--- config.mk ---
export PLATFORM = sky130hd
export DESIGN_NAME = glitch_filter
export DESIGN_NICKNAME = d
export VERILOG_FILES = /design/src/rtl/gf_pkg.sv /design/src/rtl/gf_datapath.sv /design/src/rtl/gf_control.sv /design/src/rtl/glitch_filter.sv
export SDC_FILE = /design/constraint.sdc
export NUM_CORES = 1
export LEC_CHECK = 0
export BUFFER_PORTS_ARGS = -buffer_cell sky130_fd_sc_hd__buf_2
export CAP_MARGIN = 20
export CORE_MARGIN = 2
export CORE_UTILIZATION = 50
export CTS_CLUSTER_SIZE = 16
export DETAILED_ROUTE_END_ITERATION = 6
export PLACE_DENSITY = 0.76
export SYNTH_ARGS = -nofsm -noshare
export SYNTH_HDL_FRONTEND = slang
export SYNTH_HIERARCHICAL = 1
export SYNTH_SLANG_ARGS = --single-unit
--- constraint.sdc ---
create_clock -name clk -period 10.4 [get_ports clk]
set_clock_uncertainty 0.15 [all_clocks]
set_input_delay 1.56 -clock clk [delete_from_list [all_inputs] [get_ports clk]]
set_output_delay 1.56 -clock clk [all_outputs]
set_load 0.01 [all_outputs]
--- src/rtl/gf_pkg.sv ---
package gf_pkg;

  typedef enum logic [1:0] {
    MODE_PASS    = 2'b00,
    MODE_BOTH    = 2'b01,
    MODE_KEEP_LO = 2'b10,
    MODE_KEEP_HI = 2'b11
  } fltMode_e;

  typedef struct packed {
    logic timerClr;
    logic timerStep;
    logic outLoad;
  } gfStrobe_t;

endpackage

--- src/rtl/gf_datapath.sv ---
module gf_datapath
  import gf_pkg::*;
#(
  parameter int TICK_DIV = 200,
  parameter int UNIT_A   = 61,
  parameter int UNIT_B   = 244,
  parameter int UNIT_C   = 15625,
  parameter int UNIT_D   = 62500,
  parameter int CNT_W    = 4
) (
  input  logic             clk,
  input  logic             rstN,
  input  logic             pinRaw,
  input  logic [CNT_W-1:0] cntField,
  input  logic             unitSel,
  input  logic             largeSel,
  input  logic [1:0]       fltMode,
  input  gfStrobe_t        strb,
  output logic             syncIn,
  output logic             tick,
  output logic             timerDone,
  output logic             pinOut,
  output logic [CNT_W+3:0] cfgRb
);

  localparam int UNIT_AB  = (UNIT_A > UNIT_B) ? UNIT_A : UNIT_B;
  localparam int UNIT_CD  = (UNIT_C > UNIT_D) ? UNIT_C : UNIT_D;
  localparam int UNIT_MAX = (UNIT_AB > UNIT_CD) ? UNIT_AB : UNIT_CD;
  localparam int LIMIT_W  = $clog2(((2 ** CNT_W) - 1) * UNIT_MAX + 1);

  logic [1:0]         syncFf;
  logic [LIMIT_W-1:0] unitTicks;
  logic [LIMIT_W-1:0] limit;
  logic [LIMIT_W-1:0] timer;

  // two-stage synchronizer for the asynchronous pin
  always_ff @(posedge clk) begin
    if (!rstN) syncFf <= '0;
    else       syncFf <= {syncFf[0], pinRaw};
  end
  assign syncIn = syncFf[1];

  // base tick: every cycle, or one cycle in TICK_DIV
  generate
    if (TICK_DIV <= 1) begin : g_tickAll
      assign tick = 1'b1;
    end else begin : g_tickDiv
      localparam int DIV_W = $clog2(TICK_DIV);
      logic [DIV_W-1:0] divCnt;
      always_ff @(posedge clk) begin
        if (!rstN)                              divCnt <= '0;
        else if (divCnt == DIV_W'(TICK_DIV - 1)) divCnt <= '0;
        else                                    divCnt <= divCnt + 1'b1;
      end
      assign tick = (divCnt == DIV_W'(TICK_DIV - 1));
    end
  endgenerate

  always_comb begin
    case ({largeSel, unitSel})
      2'b00:   unitTicks = LIMIT_W'(UNIT_A);
      2'b01:   unitTicks = LIMIT_W'(UNIT_B);
      2'b10:   unitTicks = LIMIT_W'(UNIT_C);
      default: unitTicks = LIMIT_W'(UNIT_D);
    endcase
  end

  assign limit     = LIMIT_W'(cntField) * unitTicks;
  assign timerDone = (timer >= limit);

  always_ff @(posedge clk) begin
    if (!rstN)               timer <= '0;
    else if (strb.timerClr)  timer <= '0;
    else if (strb.timerStep) timer <= timer + 1'b1;
  end

  always_ff @(posedge clk) begin
    if (!rstN)             pinOut <= 1'b0;
    else if (strb.outLoad) pinOut <= syncIn;
  end

  always_ff @(posedge clk) begin
    if (!rstN) cfgRb <= '0;
    else       cfgRb <= {fltMode, largeSel, unitSel, cntField};
  end

  // the timer is never advanced past its limit
  assert_no_overflow_R10: assert property (@(posedge clk) disable iff (!rstN)
    strb.timerStep |-> (timer < limit));

  // agreement between input and output wipes any elapsed time
  assert_restart_R4: assert property (@(posedge clk) disable iff (!rstN)
    (syncIn == pinOut) |=> (timer == '0));

endmodule

--- src/rtl/gf_control.sv ---
module gf_control
  import gf_pkg::*;
(
  input  logic       clk,
  input  logic       rstN,
  input  logic [1:0] fltMode,
  input  logic       syncIn,
  input  logic       pinOut,
  input  logic       tick,
  input  logic       timerDone,
  output gfStrobe_t  strb
);

  fltMode_e modeE;
  logic     fastEdge;

  assign modeE    = fltMode_e'(fltMode);
  assign fastEdge = ((modeE == MODE_KEEP_LO) && !syncIn) ||
                    ((modeE == MODE_KEEP_HI) &&  syncIn);

  always_comb begin
    strb = '0;
    if (modeE == MODE_PASS) begin
      strb.timerClr = 1'b1;
      strb.outLoad  = (syncIn != pinOut);
    end else if (syncIn == pinOut) begin
      strb.timerClr = 1'b1;
    end else if (fastEdge || timerDone) begin
      strb.outLoad  = 1'b1;
      strb.timerClr = 1'b1;
    end else if (tick) begin
      strb.timerStep = 1'b1;
    end
  end

  // clearing and advancing the timer never coincide
  assert_clr_step_excl_R4: assert property (@(posedge clk) disable iff (!rstN)
    !(strb.timerClr && strb.timerStep));

endmodule

--- src/rtl/glitch_filter.sv ---
module glitch_filter
  import gf_pkg::*;
#(
  parameter int TICK_DIV = 200,
  parameter int UNIT_A   = 61,
  parameter int UNIT_B   = 244,
  parameter int UNIT_C   = 15625,
  parameter int UNIT_D   = 62500,
  parameter int CNT_W    = 4
) (
  input  logic             clk,
  input  logic             rstN,
  input  logic             pinRaw,
  input  logic [CNT_W-1:0] cntField,
  input  logic             unitSel,
  input  logic             largeSel,
  input  logic [1:0]       fltMode,
  output logic             pinOut,
  output logic [CNT_W+3:0] cfgRb
);

  gfStrobe_t strb;
  logic      syncIn;
  logic      tick;
  logic      timerDone;

  gf_control u_ctrl (
    .clk       (clk),
    .rstN      (rstN),
    .fltMode   (fltMode),
    .syncIn    (syncIn),
    .pinOut    (pinOut),
    .tick      (tick),
    .timerDone (timerDone),
    .strb      (strb)
  );

  gf_datapath #(
    .TICK_DIV (TICK_DIV),
    .UNIT_A   (UNIT_A),
    .UNIT_B   (UNIT_B),
    .UNIT_C   (UNIT_C),
    .UNIT_D   (UNIT_D),
    .CNT_W    (CNT_W)
  ) u_dp (
    .clk       (clk),
    .rstN      (rstN),
    .pinRaw    (pinRaw),
    .cntField  (cntField),
    .unitSel   (unitSel),
    .largeSel  (largeSel),
    .fltMode   (fltMode),
    .strb      (strb),
    .syncIn    (syncIn),
    .tick      (tick),
    .timerDone (timerDone),
    .pinOut    (pinOut),
    .cfgRb     (cfgRb)
  );

  // bypass copies the synchronized level on the next edge
  assert_bypass_follow_R2: assert property (@(posedge clk) disable iff (!rstN)
    (fltMode == 2'b00) |=> (pinOut == $past(syncIn)));

  // in both-edge mode an output change needs an expired timer
  assert_both_timed_R3: assert property (@(posedge clk) disable iff (!rstN)
    (($past(fltMode) == 2'b01) && (pinOut != $past(pinOut))) |-> $past(timerDone));

  // with low pulses kept, only a rise is timed
  assert_keep_low_R6: assert property (@(posedge clk) disable iff (!rstN)
    (($past(fltMode) == 2'b10) && $rose(pinOut)) |-> $past(timerDone));

  // with high pulses kept, only a fall is timed
  assert_keep_high_R7: assert property (@(posedge clk) disable iff (!rstN)
    (($past(fltMode) == 2'b11) && $fell(pinOut)) |-> $past(timerDone));

endmodule

==> impl_metrics.py <==
metrics = {
    "pwr": {
        "ir_worst_vdd_v": 0.0000528,
        "power.total_mw": 0.408,
        "p_leak_nw": 1.85,
        "p_comb_frac": 0.382,
        "switching_share": 0.356,
        "p_switching_mw": 0.145,
        "internal_power_mw": 0.263,
        "power.density_mw_per_mm2": 101,
        "seq_power_share": 0.376,
        "pwr-share-clk": 0.242,
    },
    "clock_tree": {
        "cts-root-buf": "clkbuf_8",
        "cts_setup_buffers": 0,
        "cts_sinks": 39,
        "clockBufferDepth": 2,
        "htreeDepth": 2,
        "clk_pin_slew_worst_paths_ps": 80,
        "postCtsHoldBufs": 0,
        "cts_resized": 0,
        "cts_tree": "yes",
        "numCtsBuffers": 5,
        "insertion_delay_ps": 290,
    },
    "synth": {
        "yosys.area_share.simple": 0.239,
        "yosysTopAreaCell": "dfxtp_1",
        "ys_async_sr_fraction": 0,
        "avgSynthCellArea_sq_um": 8.46,
        "synthAdderAreaFrac": 0.265,
        "synth_compound_area_frac": 0.132,
        "synth.area.top_cells": "dfxtp_1, ha_1, fa_1",
        "seq_area_frac_synth": 0.206,
        "synth_top_family_by_area": "adder cells",
        "synth_seq_cells": 39,
        "synthMuxAreaShare": 0.00825,
        "synth_xor_area_frac": 0.0901,
        "yosys_warnings": 6,
        "netlist_top_cells_count": "ha_1, inv_1, nor2_1",
        "synth_nets": 528,
        "ys_types": 59,
        "syn_inst": 448,
        "synth_top_cell_area_share": 0.206,
        "syn_area_sq_mm": 0.00379,
        "synth-edff-count": 0,
        "ys.flop_type": "dfxtp_1",
    },
    "critical_path": {
        "critPathKind": "in -> reg",
        "crit_path_max_fanout": 18,
        "crit_path_start_kind": "input pin",
        "critical_path_required_ps": 10410,
        "r2r.worst_path.cells": 13,
        "setup.worst_path.end_class": "register",
        "cp.arrival_ps": 7400,
    },
    "timing": {
        "timing_hold_violations_final": 0,
        "worst_pin_slew_ps": 770,
        "slew_headroom": 0.487,
        "period_needed_ps": 7390,
        "min_period_over_period": 0.711,
        "rsz0062_at_grt": "no",
        "setup_tns_ps": 0,
        "setup_violations": 0,
        "max_freq_mhz": 135,
        "maxSlewViolCount": 0,
    },
    "grt": {
        "grt_pass1_wl_mm": 13.0,
        "use_met3": 0.0274,
        "grt_usage": 0.188,
        "antenna_found_initial": 0,
        "grt_pass1_vias": 2940,
        "grt_max_degree": 21,
        "grt_use_met2": 0.328,
        "grt-ovfl-total": 0,
        "grtUsageMet1": 0.246,
        "busiest_layer": "met2",
    },
    "cells_and_area": {
        "final_cells": 566,
        "drive_above_1_share": 0.0857,
        "postLayoutCoreUtil": 0.556,
        "final_nets": 546,
        "syn_to_final_growth_pct": 7.03,
        "final_area_sq_mm": 0.00406,
        "antenna_cells": 0,
    },
    "floorplanning": {
        "die_w_um": 91.1,
        "die-area_sq_mm": 0.00829,
        "die-height_um": 91.1,
        "initial_core_util": 0.520,
        "ios": 20,
        "rows": 31,
        "coreArea_sq_mm": 0.00729,
    },
    "detailed_routing": {
        "drt_first_pass_iters": 4,
        "drt_iter0_markers": 116,
        "routed_wl_mm": 7.42,
        "drc_errors": 0,
        "ant_nets": 0,
        "vias": 2982,
        "drt-wirelength-per-cell_um": 13.1,
        "vias_per_cell": 5.27,
    },
    "worst_hold_path": {
        "hold_path_depth": 1,
        "hold_class": "reg -> reg",
    },
    "placed_design": {
        "port_buffers": 19,
        "dpl.cell_count": 558,
        "dp_hpwl_mm": 6.15,
        "postPlaceCellArea_sq_mm": 0.00397,
        "gp_congestion": 0.832,
    },
    "outcome": {
        "status": "completed",
    },
    "run": {
        "cap_violations": 0,
    },
}
==> layer usage <==
layer / vias to the layer above / part of all wire
li1: 1553 / -
met1: 1382 / 0.49
met2: 43 / 0.48
met3: 4 / 0.023
met4: 0 / 0.0071
met5: - / 0
==> power groups by stage <==
stage	clock network (mW)	registers (mW)	logic (mW)
after global routing	0.109	0.154	0.179
after global placement	0	0.157	0.149
final	0.0990	0.153	0.156
after detailed placement	0	0.157	0.155
after floorplan	0	0.158	0.119
after CTS	0.103	0.153	0.156
==> worst max-delay path, stage by stage <==
cell	delay (ps)
buf_2	180
nand2b_1	210
and2_1	210
fa_1	490
inv_1	60
fa_1	540
inv_1	40
ha_1	360
a21o_1	220
a21oi_2	180
a31oi_1	150
or2_1	270
xnor2_1	210
ha_1	260
nand2_1	110
nor2_1	60
a221o_1	290
a211oi_1	150
o21ai_0	190
nor3b_1	690
and4_4	420
and2_4	170
and4_1	210
xnor2_1	120
nor2_1	50
==> cell type report <==
cell class	instances	area [sq um]
sequential	39	781
clock buffer	6	72.6
inverter	50	188
timing repair buffer	19	95.1
fill	724	3240
multi-input combinational	351	2780
clock inverter	2	12.5
tap	99	124
==> placed cells by master, fill, tap and decap left out, types with 3 or more instances in the layout <==
cell / n
a211oi_1: 4
nand4_1: 3
nor2_1: 40
and2_1: 26
nand3_1: 10
buf_2: 19
dfxtp_1: 39
ha_1: 50
o21a_1: 3
fa_1: 19
xnor2_1: 23
and3_1: 9
nor2b_1: 15
o21ai_0: 15
a31oi_1: 3
a21oi_1: 20
inv_1: 50
xor2_1: 16
nor3_1: 5
clkbuf_8: 5
a21o_1: 7
o21ai_1: 3
nand2_1: 29
nand2b_1: 6
==> state kept, by name (all words and copies together) (netlist names) <==
register and count:
u_dp/cfgRb 8, u_dp/g_tickDiv.divCnt 8, u_dp/pinOut 1, u_dp/syncFf 2, u_dp/timer 20
==> final timing paths <==
kind / start / end / slack (ps)
worst min register to register: u_dp/syncFf[0]$_SDFF_PN0_ / u_dp/syncFf[1]$_SDFF_PN0_ / 290
worst max register to register: u_dp/timer[0]$_SDFFE_PP0P_ / u_dp/timer[13]$_SDFFE_PP0P_ / 6580
worst min-delay path: u_dp/syncFf[0]$_SDFF_PN0_ / u_dp/syncFf[1]$_SDFF_PN0_ / 290
worst max-delay path: unitSel / u_dp/timer[13]$_SDFFE_PP0P_ / 3010
==> logic make-up (layout without fill, tap and decap cells) <==
kind of cell | after synthesis | after routing
AO/OA/AOI/OAI | 76 | 76
XOR/XNOR | 39 | 39
adder cells (fa/ha/maj) | 69 | 69
buffers and inverters | 58 | 77
flip-flops | 39 | 39
multiplexers | 3 | 3
AND/OR/NAND/NOR | 164 | 164
==> metrics by stage <==
step / hold WS [ps] / worst slack [ps]
final: 288 / 3010
after global routing: 297 / 2600
after CTS: 290 / 3000
after detailed placement: 271 / 2680
after global placement: 264 / 2860
after floorplan: 262 / 3900
(Power assumes the default switching activity.)
